### config.mk
export PLATFORM = sky130hd
export DESIGN_NAME = sync_shift_port
export DESIGN_NICKNAME = d
export VERILOG_FILES = /design/src/rtl/sync_shift_pkg.sv /design/src/rtl/ssp_clkgen.sv /design/src/rtl/ssp_ctrl.sv /design/src/rtl/ssp_shifter.sv /design/src/rtl/sync_shift_port.sv
export SDC_FILE = /design/constraint.sdc
export NUM_CORES = 1
export LEC_CHECK = 0
export BUFFER_PORTS_ARGS = -buffer_cell sky130_fd_sc_hd__buf_2
export CORE_UTILIZATION = 53
export DETAILED_ROUTE_END_ITERATION = 12
export GPL_TIMING_DRIVEN = 1
export PLACE_DENSITY = 0.82
export SKIP_LAST_GASP = 1
export SLEW_MARGIN = 20
export SYNTH_ARGS = -nofsm -noshare
export SYNTH_HDL_FRONTEND = slang
export SYNTH_SLANG_ARGS = --single-unit
### constraint.sdc
create_clock -name clk -period 2.17 [get_ports clk]
set_input_delay 0 -clock clk [delete_from_list [all_inputs] [get_ports clk]]
set_output_delay 0 -clock clk [all_outputs]
set_load 0.02 [all_outputs]
### src/rtl/sync_shift_pkg.sv
package sync_shift_pkg;
  typedef enum logic [1:0] {
    SS_IDLE = 2'd0,
    SS_TX   = 2'd1,
    SS_RX   = 2'd2
  } ss_mode_e;
endpackage

### src/rtl/ssp_clkgen.sv
// Bit-phase counter and shift clock generator.
// Phases 0..HALF-1: clock low. Phases HALF..DIV-1: clock high.
module ssp_clkgen #(
  parameter int DIV = 12
) (
  input  logic clk,
  input  logic rst,
  input  logic start,
  input  logic run,
  input  logic last_bit,
  output logic sclk,
  output logic rise_tick,
  output logic end_tick
);
  localparam int HALF = DIV / 2;
  localparam int PH_W = $clog2(DIV);

  logic [PH_W-1:0] phase;

  assign rise_tick = run && (phase == PH_W'(HALF - 1));
  assign end_tick  = run && (phase == PH_W'(DIV - 1));

  always_ff @(posedge clk) begin
    if (rst) begin
      phase <= '0;
      sclk  <= 1'b1;
    end else if (start) begin
      phase <= '0;
      sclk  <= 1'b0;
    end else if (run) begin
      if (end_tick) begin
        phase <= '0;
        sclk  <= last_bit;
      end else begin
        phase <= phase + PH_W'(1);
        if (rise_tick) sclk <= 1'b1;
      end
    end else begin
      phase <= '0;
      sclk  <= 1'b1;
    end
  end

  AST_PHASE_BOUND: assert property (@(posedge clk) disable iff (rst)
    run |-> (phase <= PH_W'(DIV - 1)));
  AST_LOW_FIRST_HALF: assert property (@(posedge clk) disable iff (rst)
    (run && phase < PH_W'(HALF)) |-> !sclk);
  AST_HIGH_SECOND_HALF: assert property (@(posedge clk) disable iff (rst)
    (run && phase >= PH_W'(HALF)) |-> sclk);
endmodule

### src/rtl/ssp_ctrl.sv
// Transfer sequencing, bit counting and sticky completion flags.
module ssp_ctrl
  import sync_shift_pkg::*;
#(
  parameter int DATA_W = 8
) (
  input  logic     clk,
  input  logic     rst,
  input  logic     wr_en,
  input  logic     rx_enable,
  input  logic     clr_tx,
  input  logic     clr_rx,
  input  logic     end_tick,
  output ss_mode_e mode,
  output logic     start_tx,
  output logic     start_rx,
  output logic     last_bit,
  output logic     fin,
  output logic     done_rx,
  output logic     tx_done,
  output logic     rx_done,
  output logic     busy
);
  localparam int BC_W = (DATA_W > 1) ? $clog2(DATA_W) : 1;

  logic [BC_W-1:0] bitcnt;
  logic            idle;
  logic            done_tx;

  assign idle     = (mode == SS_IDLE);
  // A write takes priority over a pending receive start.
  assign start_tx = idle && wr_en;
  assign start_rx = idle && !wr_en && rx_enable && !rx_done;
  assign last_bit = (bitcnt == BC_W'(DATA_W - 1));
  assign fin      = end_tick && last_bit;
  assign done_tx  = fin && (mode == SS_TX);
  assign done_rx  = fin && (mode == SS_RX);
  assign busy     = !idle;

  always_ff @(posedge clk) begin
    if (rst) begin
      mode   <= SS_IDLE;
      bitcnt <= '0;
    end else begin
      if (start_tx) begin
        mode   <= SS_TX;
        bitcnt <= '0;
      end else if (start_rx) begin
        mode   <= SS_RX;
        bitcnt <= '0;
      end else if (fin) begin
        mode   <= SS_IDLE;
        bitcnt <= '0;
      end else if (end_tick) begin
        bitcnt <= bitcnt + BC_W'(1);
      end
    end
  end

  // A setting event wins over a clear strobe in the same cycle.
  always_ff @(posedge clk) begin
    if (rst) begin
      tx_done <= 1'b0;
      rx_done <= 1'b0;
    end else begin
      if (done_tx)     tx_done <= 1'b1;
      else if (clr_tx) tx_done <= 1'b0;
      if (done_rx)     rx_done <= 1'b1;
      else if (clr_rx) rx_done <= 1'b0;
    end
  end

  AST_TX_FLAG_STICKY: assert property (@(posedge clk) disable iff (rst)
    (tx_done && !clr_tx) |=> tx_done);
  AST_TX_FLAG_CLEAR: assert property (@(posedge clk) disable iff (rst)
    (clr_tx && !done_tx) |=> !tx_done);
  AST_RX_FLAG_CLEAR: assert property (@(posedge clk) disable iff (rst)
    (clr_rx && !done_rx) |=> !rx_done);
  AST_NO_RX_WHILE_FULL: assert property (@(posedge clk) disable iff (rst)
    (rx_done && !clr_rx && idle) |=> (mode != SS_RX));
  AST_WRITE_WINS: assert property (@(posedge clk) disable iff (rst)
    (idle && wr_en) |=> (mode == SS_TX));
endmodule

### src/rtl/ssp_shifter.sv
// Shared shift register, open-drain pull control and receive holding register.
module ssp_shifter #(
  parameter int DATA_W = 8
) (
  input  logic              clk,
  input  logic              rst,
  input  logic              load_tx,
  input  logic [DATA_W-1:0] tx_byte,
  input  logic              clear_rx,
  input  logic              tx_shift,
  input  logic              rx_capture,
  input  logic              release_line,
  input  logic              rx_commit,
  input  logic              line_in,
  output logic              line_pull,
  output logic [DATA_W-1:0] rx_data
);
  logic [DATA_W-1:0] sreg;

  always_ff @(posedge clk) begin
    if (rst) begin
      sreg      <= '0;
      line_pull <= 1'b0;
    end else if (load_tx) begin
      sreg      <= tx_byte;
      line_pull <= ~tx_byte[0];
    end else if (clear_rx) begin
      sreg      <= '0;
      line_pull <= 1'b0;
    end else if (release_line) begin
      line_pull <= 1'b0;
    end else if (tx_shift) begin
      sreg      <= sreg >> 1;
      line_pull <= ~sreg[1];
    end else if (rx_capture) begin
      sreg      <= {line_in, sreg[DATA_W-1:1]};
    end
  end

  always_ff @(posedge clk) begin
    if (rst)            rx_data <= '0;
    else if (rx_commit) rx_data <= sreg;
  end

  AST_RELEASE_AT_END: assert property (@(posedge clk) disable iff (rst)
    (release_line && !load_tx && !clear_rx) |=> !line_pull);
endmodule

### src/rtl/sync_shift_port.sv
module sync_shift_port
  import sync_shift_pkg::*;
#(
  parameter int DIV    = 12,
  parameter int DATA_W = 8
) (
  input  logic              clk,
  input  logic              rst,
  input  logic              wr_en,
  input  logic [DATA_W-1:0] wr_data,
  input  logic              rx_enable,
  input  logic              clr_tx_done,
  input  logic              clr_rx_done,
  input  logic              line_in,
  output logic              line_pull,
  output logic              sclk_out,
  output logic              tx_done,
  output logic              rx_done,
  output logic [DATA_W-1:0] rx_data,
  output logic              busy
);
  ss_mode_e mode;
  logic start_tx, start_rx, last_bit, fin, done_rx;
  logic rise_tick, end_tick;

  ssp_ctrl #(.DATA_W(DATA_W)) u_ctrl (
    .clk       (clk),
    .rst       (rst),
    .wr_en     (wr_en),
    .rx_enable (rx_enable),
    .clr_tx    (clr_tx_done),
    .clr_rx    (clr_rx_done),
    .end_tick  (end_tick),
    .mode      (mode),
    .start_tx  (start_tx),
    .start_rx  (start_rx),
    .last_bit  (last_bit),
    .fin       (fin),
    .done_rx   (done_rx),
    .tx_done   (tx_done),
    .rx_done   (rx_done),
    .busy      (busy)
  );

  ssp_clkgen #(.DIV(DIV)) u_clkgen (
    .clk       (clk),
    .rst       (rst),
    .start     (start_tx || start_rx),
    .run       (busy),
    .last_bit  (last_bit),
    .sclk      (sclk_out),
    .rise_tick (rise_tick),
    .end_tick  (end_tick)
  );

  ssp_shifter #(.DATA_W(DATA_W)) u_shifter (
    .clk          (clk),
    .rst          (rst),
    .load_tx      (start_tx),
    .tx_byte      (wr_data),
    .clear_rx     (start_rx),
    .tx_shift     (end_tick && (mode == SS_TX) && !last_bit),
    .rx_capture   (rise_tick && (mode == SS_RX)),
    .release_line (fin),
    .rx_commit    (done_rx),
    .line_in      (line_in),
    .line_pull    (line_pull),
    .rx_data      (rx_data)
  );

  AST_IDLE_CLOCK_HIGH: assert property (@(posedge clk) disable iff (rst)
    !busy |-> sclk_out);
  AST_IDLE_RELEASED: assert property (@(posedge clk) disable iff (rst)
    !busy |-> !line_pull);
  AST_RX_RELEASED: assert property (@(posedge clk) disable iff (rst)
    (mode == SS_RX) |-> !line_pull);
  AST_RXDATA_HOLD: assert property (@(posedge clk) disable iff (rst)
    (rx_done && !clr_rx_done) |=> $stable(rx_data));
  AST_BUSY_AFTER_START: assert property (@(posedge clk) disable iff (rst)
    (!busy && wr_en) |=> busy);
  AST_BUSY_ENDS_WITH_FLAG: assert property (@(posedge clk) disable iff (rst)
    $fell(busy) |-> (tx_done || rx_done));
endmodule

==> run summary <==
status - complete, no violations
Routed Antenna Nets - 0
flops & latches, synth - 29
Final setup viols - 0
GRT met1 Usage - 28.5%
Slew Viols, Final - 0
Setup TNS Final - 0 ns
htree depth - 2
TritonCTS Buffers - 5
hold_sp - line_in
Worst EP arrival - 2.03 ns
cell area after synthesis - 0.00133 mm^2
setup bufs post-CTS - 0
worst r2r path cells - 5
Worst setup EP type - flop
power density over the cells - 687 mW/mm^2
CTS tree - built
max-cap violations - 0
Synth area leaders - dfxtp_1 44%, a221oi_2 7.9%, nor2_1 7.3%
drt drc - 0
syn_area_per_cell - 9.77 um^2
EDFF count, synth - 0
RSZ-0062 raised after global routing - false
Final Wtd Congestion - 0.794
worst flop-to-flop path endpoint - u_shifter.sreg[0]$_SDFFE_PP0P_
worst hold slack - 0.0449 ns
global route hottest layer - met2
Register Area - 581 um^2
slowest CP cell - or3_1
commonest cells in the netlist - 29 x dfxtp_1, 26 x nor2_1, 9 x mux2i_1, 7 x a221oi_2, 7 x a22oi_1
Ports - 28
CORE AREA - 0.00230 mm^2
# rows - 17
clk buf depth - 2
number of port buffers - 27
Diodes inserted - 0
fin crit period - 1.78 ns
post-synth top area cell - dfxtp_1
HPWL after DPL - 1940 um
Post-Synthesis Cells - 136
slew at the pin closest to its max-slew limit - 0.553 ns
R2R setup slack - 0.39 ns
CTS resizes - 0
met3 Resource Use GR - 6.14%
overall power - 1.08 mW
Routed wire per std cell - 14.0 um
maximum VDD drop - 0.586 mV
Async S/R FF share, synth - 0%
yosys warns - 0
Worst Hold Depth - 4
WL final - 2810 um
Fmax achieved - 562 MHz
Clock Latency Late Sink - 0.34 ns
die span in x - 52.1 um
count of distinct cell types in the synthesized netlist - 36
Req. time, crit path - 2.42 ns
starting density of the core - 57.8%
vias per cell - 5.61
Hold Fails Final Rpt - 0
hold endpoint - u_shifter.sreg[7]$_SDFFE_PP0P_
Detailed Routing Iterations Pass 1 - 4
CP Launch Type - flop
Clock Pin Slew Worst Setup and Hold Paths - 0.09 ns
Area Overhead vs Synth - 18.5%
die height - 52.1 um
total track usage - 23.2%
total global routing overflow - 0
CTS Sinks - 29
multi-input logic area - 687 um^2
slew margin rel. - 63.1%
CP most frequent cell - ha_1
die area - 0.00271 mm^2
Mapped Nets - 155
HP Class - in -> reg
post-synth top area share - 43.7%
DR vias - 1122
most common cell in the netlist - dfxtp_1
sequential share of the synthesized area - 43.7%
layout cells sized above 1 - 30.2%
initial antenna violation count - 0
final period utilization - 82.0%
RR Startpoint - u_ctrl.bitcnt[0]$_SDFFE_PP0P_
Worst Skew - 0.00367 ns
LEAKAGE - 0.714 nW
vias in the first global route - 990
first-pass GRT wire length - 4410 um
WS Path Type - reg -> reg
dominant synthesized flop cell - dfxtp_1
pin count of the biggest net entering global routing - 27
DRT iter0 DRCs - 25
CTS root buf - clkbuf_4
final net count - 190
Critical Path Max Stage Delay - 0.49 ns
Max Fanout on Critical Path - 7
crit-path cells - ha_1 -> ha_1 -> nor3_2 -> or3_1 -> a221oi_2
met2 GRT Util - 35.3%
Filler cells - 191
==> routing by layer <==
| metal | share of wire, % | vias to the layer above |
|---|---|---|
| met5 | 0 | - |
| met4 | 2.2 | 0 |
| met3 | 4.2 | 9 |
| met2 | 46 | 23 |
| met1 | 48 | 520 |
| li1 | - | 570 |
==> area by class of cell <==
type	count	area share, %
Clock buffer	6	2.62
Clock inverter	2	0.636
Inverter	6	1.43
Multi-Input combinational cell	95	43.6
Sequential cell	29	36.9
Tap cell	28	2.23
Timing Repair Buffer	34	12.6
==> sequential cells by signal, indices dropped and copies added, names as in the netlist <==
signal               cells
u_shifter.rx_data        8
u_shifter.line_pull      1
u_ctrl.rx_done           1
u_shifter.sreg           8
u_clkgen.phase           4
u_clkgen.sclk            1
u_ctrl.bitcnt            3
u_ctrl.tx_done           1
u_ctrl.mode              2
==> report_power, final <==
group | switching [mW] | internal [mW]
clock | 0.189 | 0.123
sequential | 0.0253 | 0.561
combinational | 0.105 | 0.0772
==> cells in the final DEF (no fill, tap or decap), types with 3 or more instances in the layout <==
cell            n
clkbuf_4        5
nand3_1         3
ha_1            4
a22oi_1         7
buf_2          27
a221oi_2        7
buf_4           3
dfxtp_1        29
inv_1           5
nand2_1         4
a21oi_1         3
dlygate4sd3_1   4
mux2i_1         9
nand3b_1        4
nor2_1         26
==> repair_timing <==
item,in CTS,in global routing
hold buffers,4,0
endpoints found under the setup margin,0,0
endpoints found under the hold margin,4,0
==> through the flow <==
step                cell area [um^2]  cells  worst slack [ns]  util (%)
floorplan                       1330    136             0.552         -
global placement                1480    188             0.497      64.5
detailed placement              1480    188             0.413      64.5
CTS                             1570    200             0.402      68.5
global route                    1570    200             0.262      68.5
finish                          1570    200             0.390      68.5
==> worst max-delay path, delay by kind of cell, from the launching register on <==
kind / cells / cell delay, ns
simple gates: 2 / 0.60
fa+ha+maj: 2 / 0.43
compound gates: 1 / 0.31
flops: 1 / 0.35
==> worst max path at each step <==
stage                                        startpoint                               end  depth (start not counted)
after floorplan             u_ctrl.rx_done$_SDFFE_PP0P_    u_shifter.sreg[0]$_SDFFE_PP0P_                          6
after global placement    u_ctrl.bitcnt[0]$_SDFFE_PP0P_    u_shifter.sreg[3]$_SDFFE_PP0P_                          5
after detailed placement  u_ctrl.bitcnt[0]$_SDFFE_PP0P_    u_shifter.sreg[6]$_SDFFE_PP0P_                          5
after CTS                 u_ctrl.bitcnt[0]$_SDFFE_PP0P_    u_shifter.sreg[0]$_SDFFE_PP0P_                          5
after global routing       u_clkgen.phase[0]$_SDFF_PP0_  u_shifter.line_pull$_SDFFE_PP0P_                          5
final                     u_ctrl.bitcnt[0]$_SDFFE_PP0P_    u_shifter.sreg[0]$_SDFFE_PP0P_                          5
==> cells by family after synthesis <==
kind of cell	Yosys count	share of synthesized area, %
compound gates	28	19.8
xor+xnor	2	1.32
fa+ha+maj	4	3.77
buf+inv	12	4.61
flops	29	43.7
mux	9	6.78
simple gates	52	20.1
No activity file was read; power rests on OpenSTA's default activity.
